[src/rtl/tsa_pkg.sv]
package tsa_pkg;
  // strobes from control to datapath, all valid for one clk
  typedef struct packed {
    logic rise;      // tdmClk rising edge seen this cycle
    logic inHit;     // falling edge inside input slot
    logic inLast;    // falling edge on last bit of input slot
    logic outHit;    // rising edge starts a bit of output slot
    logic outFirst;  // rising edge starts the first bit of output slot
  } tsaStrobe_t;
endpackage

[src/rtl/tsa_ctrl.sv]
module tsa_ctrl
  import tsa_pkg::*;
#(
  parameter int BYTE_SLOTS_MU = 32,
  parameter int BYTE_SLOTS_A  = 32,
  parameter int SLOT_W        = 6
) (
  input  logic              clk,
  input  logic              rstN,
  input  logic              tdmClk,
  input  logic              frameSync,
  input  logic              compress,
  input  logic              muLaw,
  input  logic              hwMode,
  input  logic [SLOT_W-1:0] inSlot,
  input  logic [SLOT_W-1:0] outSlot,
  output tsaStrobe_t        stb,
  output logic              sigFrame
);
  localparam int MAX_BYTES  = (BYTE_SLOTS_MU > BYTE_SLOTS_A) ? BYTE_SLOTS_MU : BYTE_SLOTS_A;
  localparam int FRAME_BITS = 8 * MAX_BYTES;
  localparam int CNT_W      = $clog2(FRAME_BITS) + 1;
  localparam logic [CNT_W-1:0] CNT_MAX = '1;

  logic             tdmClkD, fsPrev, frameValid;
  logic [CNT_W-1:0] bitCnt, nextCnt;
  logic [1:0]       fsWidth;
  logic             rise, fall, syncStart;
  logic [CNT_W-1:0] byteSlots, inIdx, outIdx, inLimit, outLimit;
  logic [2:0]       inPos, outPos;
  logic [SLOT_W-1:0] inSel, outSel;
  logic             inMatch, outMatch;

  assign rise      = tdmClk & ~tdmClkD;
  assign fall      = ~tdmClk & tdmClkD;
  assign syncStart = rise & frameSync & ~fsPrev;
  assign nextCnt   = syncStart ? '0 : ((bitCnt == CNT_MAX) ? bitCnt : bitCnt + 1'b1);
  assign byteSlots = muLaw ? CNT_W'(BYTE_SLOTS_MU) : CNT_W'(BYTE_SLOTS_A);
  assign inSel     = hwMode ? '0 : inSlot;
  assign outSel    = hwMode ? '0 : outSlot;

  // input side: nibble slots when expanding, counted on current bit
  always_comb begin
    if (compress) begin
      inIdx   = bitCnt >> 3;
      inPos   = bitCnt[2:0];
      inLimit = byteSlots;
      outIdx  = nextCnt >> 2;
      outPos  = {1'b0, nextCnt[1:0]};
      outLimit = byteSlots << 1;
    end else begin
      inIdx   = bitCnt >> 2;
      inPos   = {1'b0, bitCnt[1:0]};
      inLimit = byteSlots << 1;
      outIdx  = nextCnt >> 3;
      outPos  = nextCnt[2:0];
      outLimit = byteSlots;
    end
  end

  assign inMatch  = frameValid & (inIdx == CNT_W'(inSel)) & (inIdx < inLimit);
  assign outMatch = (frameValid | syncStart) & (outIdx == CNT_W'(outSel)) & (outIdx < outLimit);

  assign stb.rise     = rise;
  assign stb.inHit    = fall & inMatch;
  assign stb.inLast   = fall & inMatch & (inPos == (compress ? 3'd7 : 3'd3));
  assign stb.outHit   = rise & outMatch;
  assign stb.outFirst = rise & outMatch & (outPos == 3'd0);

  always_ff @(posedge clk) begin
    if (!rstN) begin
      tdmClkD    <= 1'b0;
      fsPrev     <= 1'b0;
      frameValid <= 1'b0;
      bitCnt     <= CNT_MAX;
      fsWidth    <= '0;
      sigFrame   <= 1'b0;
    end else begin
      tdmClkD <= tdmClk;
      if (rise) begin
        fsPrev <= frameSync;
        bitCnt <= nextCnt;
        if (syncStart) begin
          frameValid <= 1'b1;
          fsWidth    <= 2'd1;
        end else if (frameSync && fsPrev && fsWidth != 2'd3) begin
          fsWidth <= fsWidth + 2'd1;
        end
        if (!frameSync && fsPrev) sigFrame <= (fsWidth == 2'd2);
      end
    end
  end

  a_r9_sig_on_rise: assert property (@(posedge clk) disable iff (!rstN)
    !$past(rise) |-> $stable(sigFrame));
  a_r2_sync_restarts: assert property (@(posedge clk) disable iff (!rstN)
    $past(syncStart) |-> (bitCnt == '0));
endmodule

[src/rtl/tsa_datapath.sv]
module tsa_datapath
  import tsa_pkg::*;
#(
  parameter int WORD_W = 8,
  parameter int NIB_W  = 4
) (
  input  logic              clk,
  input  logic              rstN,
  input  tsaStrobe_t        stb,
  input  logic              compress,
  input  logic              serIn,
  input  logic [WORD_W-1:0] txWord,
  output logic [WORD_W-1:0] rxWord,
  output logic              rxValid,
  output logic              serOut,
  output logic              serOutOe,
  output logic              txLoad
);
  localparam int SH_W = WORD_W - 1;

  logic [SH_W-1:0] inShift, outShift;

  always_ff @(posedge clk) begin
    if (!rstN) begin
      inShift <= '0;
      rxWord  <= '0;
      rxValid <= 1'b0;
    end else begin
      rxValid <= stb.inLast;
      if (stb.inHit) inShift <= {inShift[SH_W-2:0], serIn};
      if (stb.inLast) begin
        if (compress) rxWord <= {inShift, serIn};
        else          rxWord <= {{(WORD_W-NIB_W){1'b0}}, inShift[NIB_W-2:0], serIn};
      end
    end
  end

  always_ff @(posedge clk) begin
    if (!rstN) begin
      outShift <= '0;
      serOut   <= 1'b0;
      serOutOe <= 1'b0;
      txLoad   <= 1'b0;
    end else begin
      txLoad <= stb.outFirst;
      if (stb.rise) begin
        serOutOe <= stb.outHit;
        if (stb.outFirst) begin
          if (compress) begin
            serOut   <= txWord[NIB_W-1];
            outShift <= {txWord[NIB_W-2:0], {(WORD_W-NIB_W){1'b0}}};
          end else begin
            serOut   <= txWord[WORD_W-1];
            outShift <= txWord[SH_W-1:0];
          end
        end else if (stb.outHit) begin
          serOut   <= outShift[SH_W-1];
          outShift <= outShift << 1;
        end else begin
          serOut <= 1'b0;
        end
      end
    end
  end

  a_r3_rx_single: assert property (@(posedge clk) disable iff (!rstN)
    rxValid |=> !rxValid);
  a_r5_out_on_rise: assert property (@(posedge clk) disable iff (!rstN)
    !$past(stb.rise) |-> ($stable(serOutOe) && $stable(serOut)));
  a_r6_load_drives: assert property (@(posedge clk) disable iff (!rstN)
    txLoad |-> serOutOe);
endmodule

[src/rtl/tdm_slot_assigner.sv]
module tdm_slot_assigner
  import tsa_pkg::*;
#(
  parameter int BYTE_SLOTS_MU = 32,
  parameter int BYTE_SLOTS_A  = 32,
  parameter int SLOT_W        = 6,
  parameter int WORD_W        = 8
) (
  input  logic              clk,
  input  logic              rstN,
  input  logic              tdmClk,
  input  logic              frameSync,
  input  logic              serIn,
  output logic              serOut,
  output logic              serOutOe,
  input  logic              compress,
  input  logic              muLaw,
  input  logic              hwMode,
  input  logic [SLOT_W-1:0] inSlot,
  input  logic [SLOT_W-1:0] outSlot,
  input  logic [WORD_W-1:0] txWord,
  output logic              txLoad,
  output logic [WORD_W-1:0] rxWord,
  output logic              rxValid,
  output logic              sigFrame
);
  tsaStrobe_t stb;

  tsa_ctrl #(
    .BYTE_SLOTS_MU(BYTE_SLOTS_MU), .BYTE_SLOTS_A(BYTE_SLOTS_A), .SLOT_W(SLOT_W)
  ) u_ctrl (
    .clk(clk), .rstN(rstN), .tdmClk(tdmClk), .frameSync(frameSync),
    .compress(compress), .muLaw(muLaw), .hwMode(hwMode),
    .inSlot(inSlot), .outSlot(outSlot), .stb(stb), .sigFrame(sigFrame)
  );

  tsa_datapath #(.WORD_W(WORD_W), .NIB_W(WORD_W/2)) u_dp (
    .clk(clk), .rstN(rstN), .stb(stb), .compress(compress), .serIn(serIn),
    .txWord(txWord), .rxWord(rxWord), .rxValid(rxValid),
    .serOut(serOut), .serOutOe(serOutOe), .txLoad(txLoad)
  );
endmodule

[config.mk]
export PLATFORM = sky130hd
export DESIGN_NAME = tdm_slot_assigner
export DESIGN_NICKNAME = d
export VERILOG_FILES = /design/src/rtl/tsa_pkg.sv /design/src/rtl/tsa_ctrl.sv /design/src/rtl/tsa_datapath.sv /design/src/rtl/tdm_slot_assigner.sv
export SDC_FILE = /design/constraint.sdc
export NUM_CORES = 1
export LEC_CHECK = 0
export BUFFER_PORTS_ARGS = -buffer_cell sky130_fd_sc_hd__buf_2
export CORE_ASPECT_RATIO = 0.9
export CORE_MARGIN = 1
export CORE_UTILIZATION = 45
export DETAILED_ROUTE_END_ITERATION = 6
export GPL_TIMING_DRIVEN = 0
export PLACE_DENSITY = 0.68
export SLEW_MARGIN = 15
export SYNTH_ARGS = -nofsm -noshare
export SYNTH_HDL_FRONTEND = slang
export SYNTH_SLANG_ARGS = --single-unit
[constraint.sdc]
create_clock -name clk -period 8 [get_ports clk]
set_input_delay 1.6 -clock clk [delete_from_list [all_inputs] [get_ports clk]]
set_output_delay 1.6 -clock clk [all_outputs]
set_load 0.05 [all_outputs]
* After elaboration in Yosys (flattened, before gate mapping)
Cells that the tools add are included.
Storage, ports and cells: word-level logic and storage cells 70, register bits 41
Cells by class: $lt $le $gt $ge 2, equality and inequality tests 6, bitwise operators 16, reduce and logical (&&, ||, !) cells 11, muxes and demuxes 20, $add $sub $neg 2
Operators with widths (number):
- two-way mux 7 bit | 7
- equality test 9 x 6 -> 1 bit | 2
- less-than comparator 9 bit | 2
- two-way mux 9 bit | 2
- AND 1 bit | 12
- two-way mux 6 bit | 2
- adder 9 x 1 -> 9 bit (second input constant) | 1
- equality test 9 bit (second input constant) | 1
- two-way mux 3 bit | 3
- two-way mux 8 bit | 1
- AND reduction 2 bit | 4
- two-way mux 2 bit | 2
- nonzero test 2 bit | 2
- equality test 3 bit | 1
- logical AND 1 bit | 3
- logical NOT 3 bit | 1
- two-way mux 1 bit | 3
- NOT 1 bit | 3
- adder 2 x 1 -> 2 bit (second input constant) | 1
- equality test 2 bit (second input constant) | 1
- != test 2 bit (second input constant) | 1
- logical NOT 1 bit | 1
- OR 1 bit | 1

* Longest topological paths before layout
Gate-level depths: netlist (run 1).
depth after elaboration 13, depth in mapped cells 12, depth with buffers taken out 9

* By module
Synthesis (run 1) repeated with hierarchy kept, for this count alone.
Second synthesis, totals: cells, all modules 318, area, all modules 2636.3 um^2
By module, submodules not included:
- tsa_ctrl | area each 1516.5 um^2, instances 1, seq. area each 300.3 um^2, cells an instance 205
- tsa_datapath | area each 1119.8 um^2, instances 1, seq. area each 520.5 um^2, cells an instance 113

* Least setup slack after synthesis (run 1)
OpenSTA, ideal clock, no wires.
kind input-to-reg, from input port compress, to register u_dp.rxWord[4], library setup time 0.128 ns, stages on the path 10, path slack 4.203 ns, data required time 7.872 ns, path buffers 2, arrival 3.669 ns, cell sequence buf_6 -> mux2_4 -> a22oi_2 -> o2111ai_2 -> a2111oi_4 -> nand2_2 -> or2_1 -> buf_6 -> a22oi_1 -> nor2_1
Between the ends: cells in the longest elaborated chain, start to end 6, elaborated cells on any way between the ends 12
Ends and longest elaborated chain:
- start: declaration | RTL line tdm_slot_assigner.sv:16 | input logic compress,
- parallel branches: the longest is 6 deep, another holds less-than comparator 9 bit
- end signal: assignment | RTL line tsa_datapath.sv:32 | if (compress) rxWord <= {inShift, serIn};
- end signal: assignment | RTL line tsa_datapath.sv:33 | else rxWord <= {{(WORD_W-NIB_W){1'b0}}, inShift[NIB_W-2:0], serIn};
- end: declaration | RTL line tsa_datapath.sv:13 | output logic [WORD_W-1:0] rxWord,
Several ways; the timed one is not identified. A chain may end at the register's enable or synchronous reset.

* Worst setup path in the final report (run 1)
from input port hwMode, to register u_dp.rxWord[5]
Between the ends: cells in the longest elaborated chain, start to end 6
Ends and longest elaborated chain:
- start: declaration | RTL line tdm_slot_assigner.sv:18 | input logic hwMode,
- two-way mux 6 bit | RTL line tsa_ctrl.sv:39 | assign inSel = hwMode ? '0 : inSlot;
- equality test 9 x 6 -> 1 bit | RTL line tsa_ctrl.sv:61 | assign inMatch = frameValid & (inIdx == CNT_W'(inSel)) & (inIdx < inLimit);
- AND 1 bit (2 in series) | RTL line tsa_ctrl.sv:61
- AND 1 bit (2 in series) | RTL line tsa_ctrl.sv:66 | assign stb.inLast = fall & inMatch & (inPos == (compress ? 3'd7 : 3'd3));
Every way passes these cells.

==> results by group, run 1 <==
Clocking
  • CTS tree: built
  • Post-CTS sizing: 0
  • Skew-Pair Late Insertion Delay: around 0.3 ns
  • H-tree Lvls: 2
  • Clock Tree Root: clkbuf_8
  • CTS max path bufs: 2
  • Hold buffers post-CTS: 0
  • Clock transition at path regs: ~0.080 ns
  • Post-CTS Setup Bufs: 0
  • Clock tree sinks: slightly above 40
  • CTS buffer count: 5

Detailed routing
  • Iteration-0 DRC Markers: between 90 and 100
  • Post-route ant nets: 0
  • WL/cell: 14.3 um
  • Final WL: approximately 5900 um
  • First-pass DRT Iterations: 4
  • Vias: between 2000 and 2500
  • Vias per cell: approximately 5.7
  • Drt drc: 0

Worst setup path
  • Max FO, Critical Path: 10
  • Critical path capture point type: flop
  • Setup CP Type: input pin to flop
  • Reg2Reg Depth: 12
  • Worst path cell trace: buf_2, clkbuf_1, nor4b_1, o21ai_0, o31a_1, a2111oi_4, nand2_2, or2_1, buf_6, a22oi_1, nor2_1
  • WP data required: 8.17 ns
  • Critical Path Slowest Stage Cell: a2111oi_4
  • Critical path data arrival time: a little under 4 ns
  • CP startpoint kind: input pin
  • CP peak stage delay: around 0.62 ns

Worst hold path
  • Hold Path Stages: 2
  • Hold Crit Class: flop to flop

STA
  • Final hold vios: 0
  • Slew @ Worst Pin: a little under 0.8 ns
  • Slew headroom: about half
  • RSZ-0062 raised after global routing: no
  • Final period util: a little under half
  • Fmax: between 200 and 300 MHz
  • Max Slew Vio Count: 0
  • Post-Route Skew: ~0.011 ns
  • Hold WS: 0.464 ns
  • Final worst path period need: approximately 3.8 ns
  • Setup-failing EPs final: 0
  • TNS Setup: 0 ns

Cells and area
  • Final Util: 53.6%
  • Synthesis-to-layout area growth: 14.5%
  • Cell area after layout: around 2800 um^2
  • Layout cell share with drive strength beyond 1: approximately 19%
  • Nets: around 370
  • Antenna diodes: 0

Placed design
  • Placer Congestion: between 0.8 and 0.9
  • Dpl cell area: between 2000 and 3000 um^2
  • Count of input and output buffers: 37
  • Hpwl dp: 4390 um

Synthesis
  • Yosys cell types: just over 60
  • Synth warn: 0
  • Net count after synthesis: about 330
  • Mapped Cells: between 200 and 300
  • Sequential area share after synthesis: approximately a third
  • Post-synth top cells: dfxtp_1, nand2_1, nor2_1
  • Syn Area/Cell: 8.33 um^2
  • Asr flop ratio synth: 0%
  • Post-Syn Area: around 2500 um^2
  • Count leader, synth: dfxtp_1
  • Area share of the largest cell type after synthesis: ~33%
  • Yosys top cell by area: dfxtp_1
  • Top cells by area, synth: dfxtp_1, mux2i_1, nand2_1
  • #FFs+latches synth: approximately 40
  • Main synth FF type: dfxtp_1
  • EDFF count, synth: 0

Floorplan
  • Initial core utilization: between 40 and 50%
  • Ports: ~40
  • Die area: roughly 5800 um^2
  • Row count: 25
  • Core footprint: 5290 um^2
  • Die Y: 72.4 um
  • Die Wd: ~80 um

Power and ir drop
  • Tot Pwr: between 0.4 and 0.5 mW
  • VDD IR max: 0.0754 mV
  • Pwr/cell area: 172 nW/um^2
  • Pleak: roughly 1.2 nW

Global routing
  • Vias in the first global route: 2100
  • First-pass GRT wire length: about 10000 um
  • Initial antenna violation count: 0
  • Pin count of the biggest net entering global routing: 15
  • Grt total ovfl: 0
  • GRT Total Usage: about 22%

Run status
  • Status: completed

Flow run
  • # Max-Cap Violations: 0
layout make-up:
cell class	count	area (um^2)
Buffer	24	118
Multi-Input combinational cell	226	1510
Tap cell	67	83.8
Timing Repair Buffer	37	185
Fill cell	516	2450
Inverter	6	22.5
Clock inverter	3	21.3
Clock buffer	5	68.8
Sequential cell	41	821
layer usage:
layer / up-vias / wire (um) / track usage [%]
met5: - / 0 / 0
met4: 0 / 61 / 6.75
met3: 8 / 471 / 5.16
met2: 66 / 2480 / 34.2
met1: 1067 / 2850 / 30.8
li1: 1180 / - / -
worst max-delay path, delay by kind of cell:
| kind | cells | cell delay (ns) |
|---|---|---|
| buffers and inverters | 3 | 0.59 |
| and+or+nand+nor | 4 | 0.68 |
| AOI/OAI and AO/OA | 4 | 1.08 |
where the power goes:
group / total (mW) / switching (mW) / internal [mW]
Sequential: 0.216 / 0.00624 / 0.210
Combinational: 0.130 / 0.0787 / 0.0512
Clock: 0.141 / 0.0793 / 0.0620
Total: 0.487 / 0.164 / 0.323
cells by family after synthesis:
| kind of cell | after synthesis | share of synthesized area [%] |
|---|---|---|
| AOI/OAI and AO/OA | 71 | 21.5 |
| xor gates and xnor gates | 4 | 1.42 |
| adders and majority gates | 3 | 1.52 |
| buffers and inverters | 30 | 5.66 |
| DFF | 41 | 33.2 |
| muxes | 31 | 12.8 |
| and+or+nand+nor | 117 | 23.9 |
path summary, 6_finish.rpt:
path                                       from                       endpoint  slack, ns
hold reg to reg   u_dp.outShift[5]$_SDFFE_PN0P_  u_dp.outShift[5]$_SDFFE_PN0P_       0.46
setup reg to reg  u_ctrl.bitCnt[0]$_SDFFE_PN1N_  u_dp.outShift[0]$_SDFFE_PN0P_       4.99
setup / recovery                         hwMode    u_dp.rxWord[5]$_SDFFE_PN0P_       4.21
hold / removal    u_dp.outShift[5]$_SDFFE_PN0P_  u_dp.outShift[5]$_SDFFE_PN0P_       0.46
placed cells by master (no fill, tap or decap), drive strengths merged, types with 6 or more instances in the layout:
cell type and n:
nand2b 6, buf 46, o21ai 14, dfxtp 41
and3 8, mux2i 28, inv 6, clkbuf 20
a21oi 10, a22oi 9, nor2 30, nand2 34
nand4 6, nand3 10
registers in the layout (all words and copies together), names as in the netlist:
signal	flops
u_dp.serOut	1
u_dp.rxWord	8
u_ctrl.frameValid	1
u_dp.serOutOe	1
u_dp.inShift	7
u_dp.txLoad	1
u_ctrl.bitCnt	9
u_ctrl.fsWidth	2
u_ctrl.fsPrev	1
u_dp.outShift	7
u_ctrl.tdmClkD	1
u_ctrl.sigFrame	1
u_dp.rxValid	1
through the flow:
step | instances | setup slack [ns]
6_report | 409 | 4.21
2_1_floorplan | 297 | 4.20
3_3_place_gp | 401 | 3.96
5_1_grt | 409 | 3.98
3_5_place_dp | 401 | 3.90
4_1_cts | 409 | 4.22
(Power assumes the default switching activity.)
==> run 2, diff against run 1 <==
--- a/config.mk
+++ b/config.mk
@@ -11,7 +11,7 @@
 export CORE_UTILIZATION = 45
 export DETAILED_ROUTE_END_ITERATION = 6
 export GPL_TIMING_DRIVEN = 0
-export PLACE_DENSITY = 0.68
+export PLACE_DENSITY = 0.71
 export SLEW_MARGIN = 15
 export SYNTH_ARGS = -nofsm -noshare
 export SYNTH_HDL_FRONTEND = slang
==> constraint.sdc (replaced) <==
create_clock -name clk -period 3.38 [get_ports clk]
set_input_delay 0.676 -clock clk [delete_from_list [all_inputs] [get_ports clk]]
set_output_delay 0.676 -clock clk [all_outputs]
set_load 0.05 [all_outputs]
==> results by group, run 2 (synthesis gave the netlist of run 1 again) <==
Global routing
  • Grt total ovfl: 0
  • First-pass GRT wire length: 9830 um
  • Initial antenna violation count: 0
  • Vias in the first global route: roughly 2100
  • GRT Total Usage: 21.6%
  • Pin count of the biggest net entering global routing: 16

Clocking
  • CTS buffer count: 5
  • Clock tree sinks: between 40 and 50
  • Skew-Pair Late Insertion Delay: about 0.30 ns
  • H-tree Lvls: 2
  • Post-CTS Setup Bufs: 0
  • Post-CTS sizing: 0
  • Hold buffers post-CTS: 0
  • Clock transition at path regs: about 0.090 ns
  • CTS max path bufs: 2
  • Clock Tree Root: clkbuf_8
  • CTS tree: built

Cells and area
  • Most frequent cells in the layout: buf_2, dfxtp_1, nand2_1, nor2_1, mux2i_1
  • Finished Layout Cells: around 410
  • Cell area after layout: roughly 2800 um^2
  • Top reg by flops: u_ctrl.bitCnt
  • Largest register FFs: 9
  • Registers with the most flip-flops: u_ctrl.bitCnt: 9 flops, u_dp.rxWord: 8 flops
  • Layout cell share with drive strength beyond 1: just under 20%
  • Synthesis-to-layout area growth: 14.7%
  • Nets: approximately 370
  • Antenna diodes: 0

Worst hold path
  • Hold Crit Class: flop to flop

Worst setup path
  • CP peak stage delay: about 0.43 ns
  • Max FO, Critical Path: 10
  • Critical path data arrival time: around 3.2 ns
  • Buf/Inv on CP: 3
  • CP delay by family, top: compound AO/OA/AOI/OAI gates
  • CP startpoint kind: flop
  • Worst path cell trace: ha_1, buf_2, and3_1, clkbuf_1, a211o_1, and2_1, a22oi_2, nand2_1, a2111oi_0, o2111ai_1, buf_2, mux2i_1
  • CP dominant cell by count: buf_2
  • Setup CP Type: flop to flop
  • WP data required: between 3 and 4 ns
  • Critical Path Slowest Stage Cell: a2111oi_0
  • Critical path capture point type: flop

Floorplan
  • Core footprint: roughly 5300 um^2
  • Die area: about 5800 um^2
  • Die Y: 72.4 um
  • Die Wd: 80.2 um
  • Initial core utilization: a little under half
  • Row count: 25
  • Ports: between 40 and 50

STA
  • Final worst path period need: between 2 and 3 ns
  • Final period util: approximately nine tenths
  • Slew @ Worst Pin: about 0.76 ns
  • Setup-failing EPs final: 0
  • Fmax: about 340 MHz
  • Final hold vios: 0
  • Post-Route Skew: 0.00746 ns
  • Slew headroom: approximately half
  • Final WS setup: about 0.40 ns
  • TNS Setup: 0 ns
  • RSZ-0062 raised after global routing: no
  • Max Slew Vio Count: 0

Detailed routing
  • Vias: 2423
  • First-pass DRT Iterations: 7
  • Drt drc: 18
  • Final WL: between 6000 and 7000 um
  • Iteration-0 DRC Markers: 153
  • WL/cell: approximately 15 um
  • Vias per cell: 5.92
  • Post-route ant nets: 0

Power and ir drop
  • VDD IR max: 0.205 mV
  • Pleak: ~1.2 nW
  • Pwr/cell area: between 400 and 500 nW/um^2

Run status
  • Status: complete, but fails checks
  • Failing checks: design-rule violations

Placed design
  • Count of input and output buffers: 37
  • Hpwl dp: 4460 um
  • Placed Instances: about 400
  • Dpl ws: ~0.22 ns
  • Placer Congestion: about 0.88
  • Dpl cell area: between 2000 and 3000 um^2

Flow run
  • # Max-Cap Violations: 0
run 2: worst min-delay path, delay by kind of cell (launching register included):
| family | cells | cell delay (ns) |
|---|---|---|
| flip-flops | 1 | 0.32 |
| AND/OR/NAND/NOR | 1 | 0.05 |
| AO/OA/AOI/OAI | 1 | 0.05 |
run 2: final timing paths:
| check | slack (ns) | start | to | cells after the start |
|---|---|---|---|---|
| setup / recovery | 0.40 | u_ctrl.bitCnt[0]$_SDFFE_PN1N_ | u_dp.outShift[6]$_SDFFE_PN0P_ | 12 |
| hold / removal | 0.45 | u_dp.rxWord[7]$_SDFFE_PN0P_ | u_dp.rxWord[7]$_SDFFE_PN0P_ | 2 |
| setup reg to reg | 0.40 | u_ctrl.bitCnt[0]$_SDFFE_PN1N_ | u_dp.outShift[6]$_SDFFE_PN0P_ | 12 |
| hold reg to reg | 0.45 | u_dp.rxWord[7]$_SDFFE_PN0P_ | u_dp.rxWord[7]$_SDFFE_PN0P_ | 2 |
run 2: layout make-up:
| class | count | area, um^2 |
|---|---|---|
| multi-input cells | 226 | 1510 |
| inverters | 6 | 22.5 |
| well taps | 67 | 83.8 |
| clock buffers | 5 | 68.8 |
| fillers | 516 | 2450 |
| repair buffers | 37 | 185 |
| flip-flops and latches | 41 | 821 |
| clock inverters | 3 | 25.0 |
| plain buffers | 24 | 118 |
run 2: layer usage:
layer  part of all wire, %  GRT usage (%)  up-vias
met5                     0              0        -
met3                   6.4           5.16        9
li1                      -              -     1181
met1                    47           29.3     1144
met2                    45           34.8       89
met4                  0.98           5.16        0
run 2: where the power goes:
| group | internal [mW] | total (mW) | switching [mW] |
|---|---|---|---|
| registers | 0.497 | 0.511 | 0.0149 |
| clock network | 0.149 | 0.347 | 0.197 |
| logic | 0.121 | 0.311 | 0.190 |
run 2: metrics by stage:
step | util [%] | hold WS, ns | power [mW]
floorplan | - | 0.434 | 0.750
global placement | 51.9 | 0.441 | 0.823
detailed placement | 51.9 | 0.444 | 0.827
CTS | 53.7 | 0.461 | 1.17
global route | 53.7 | 0.488 | 1.23
finish | 53.7 | 0.454 | 1.17
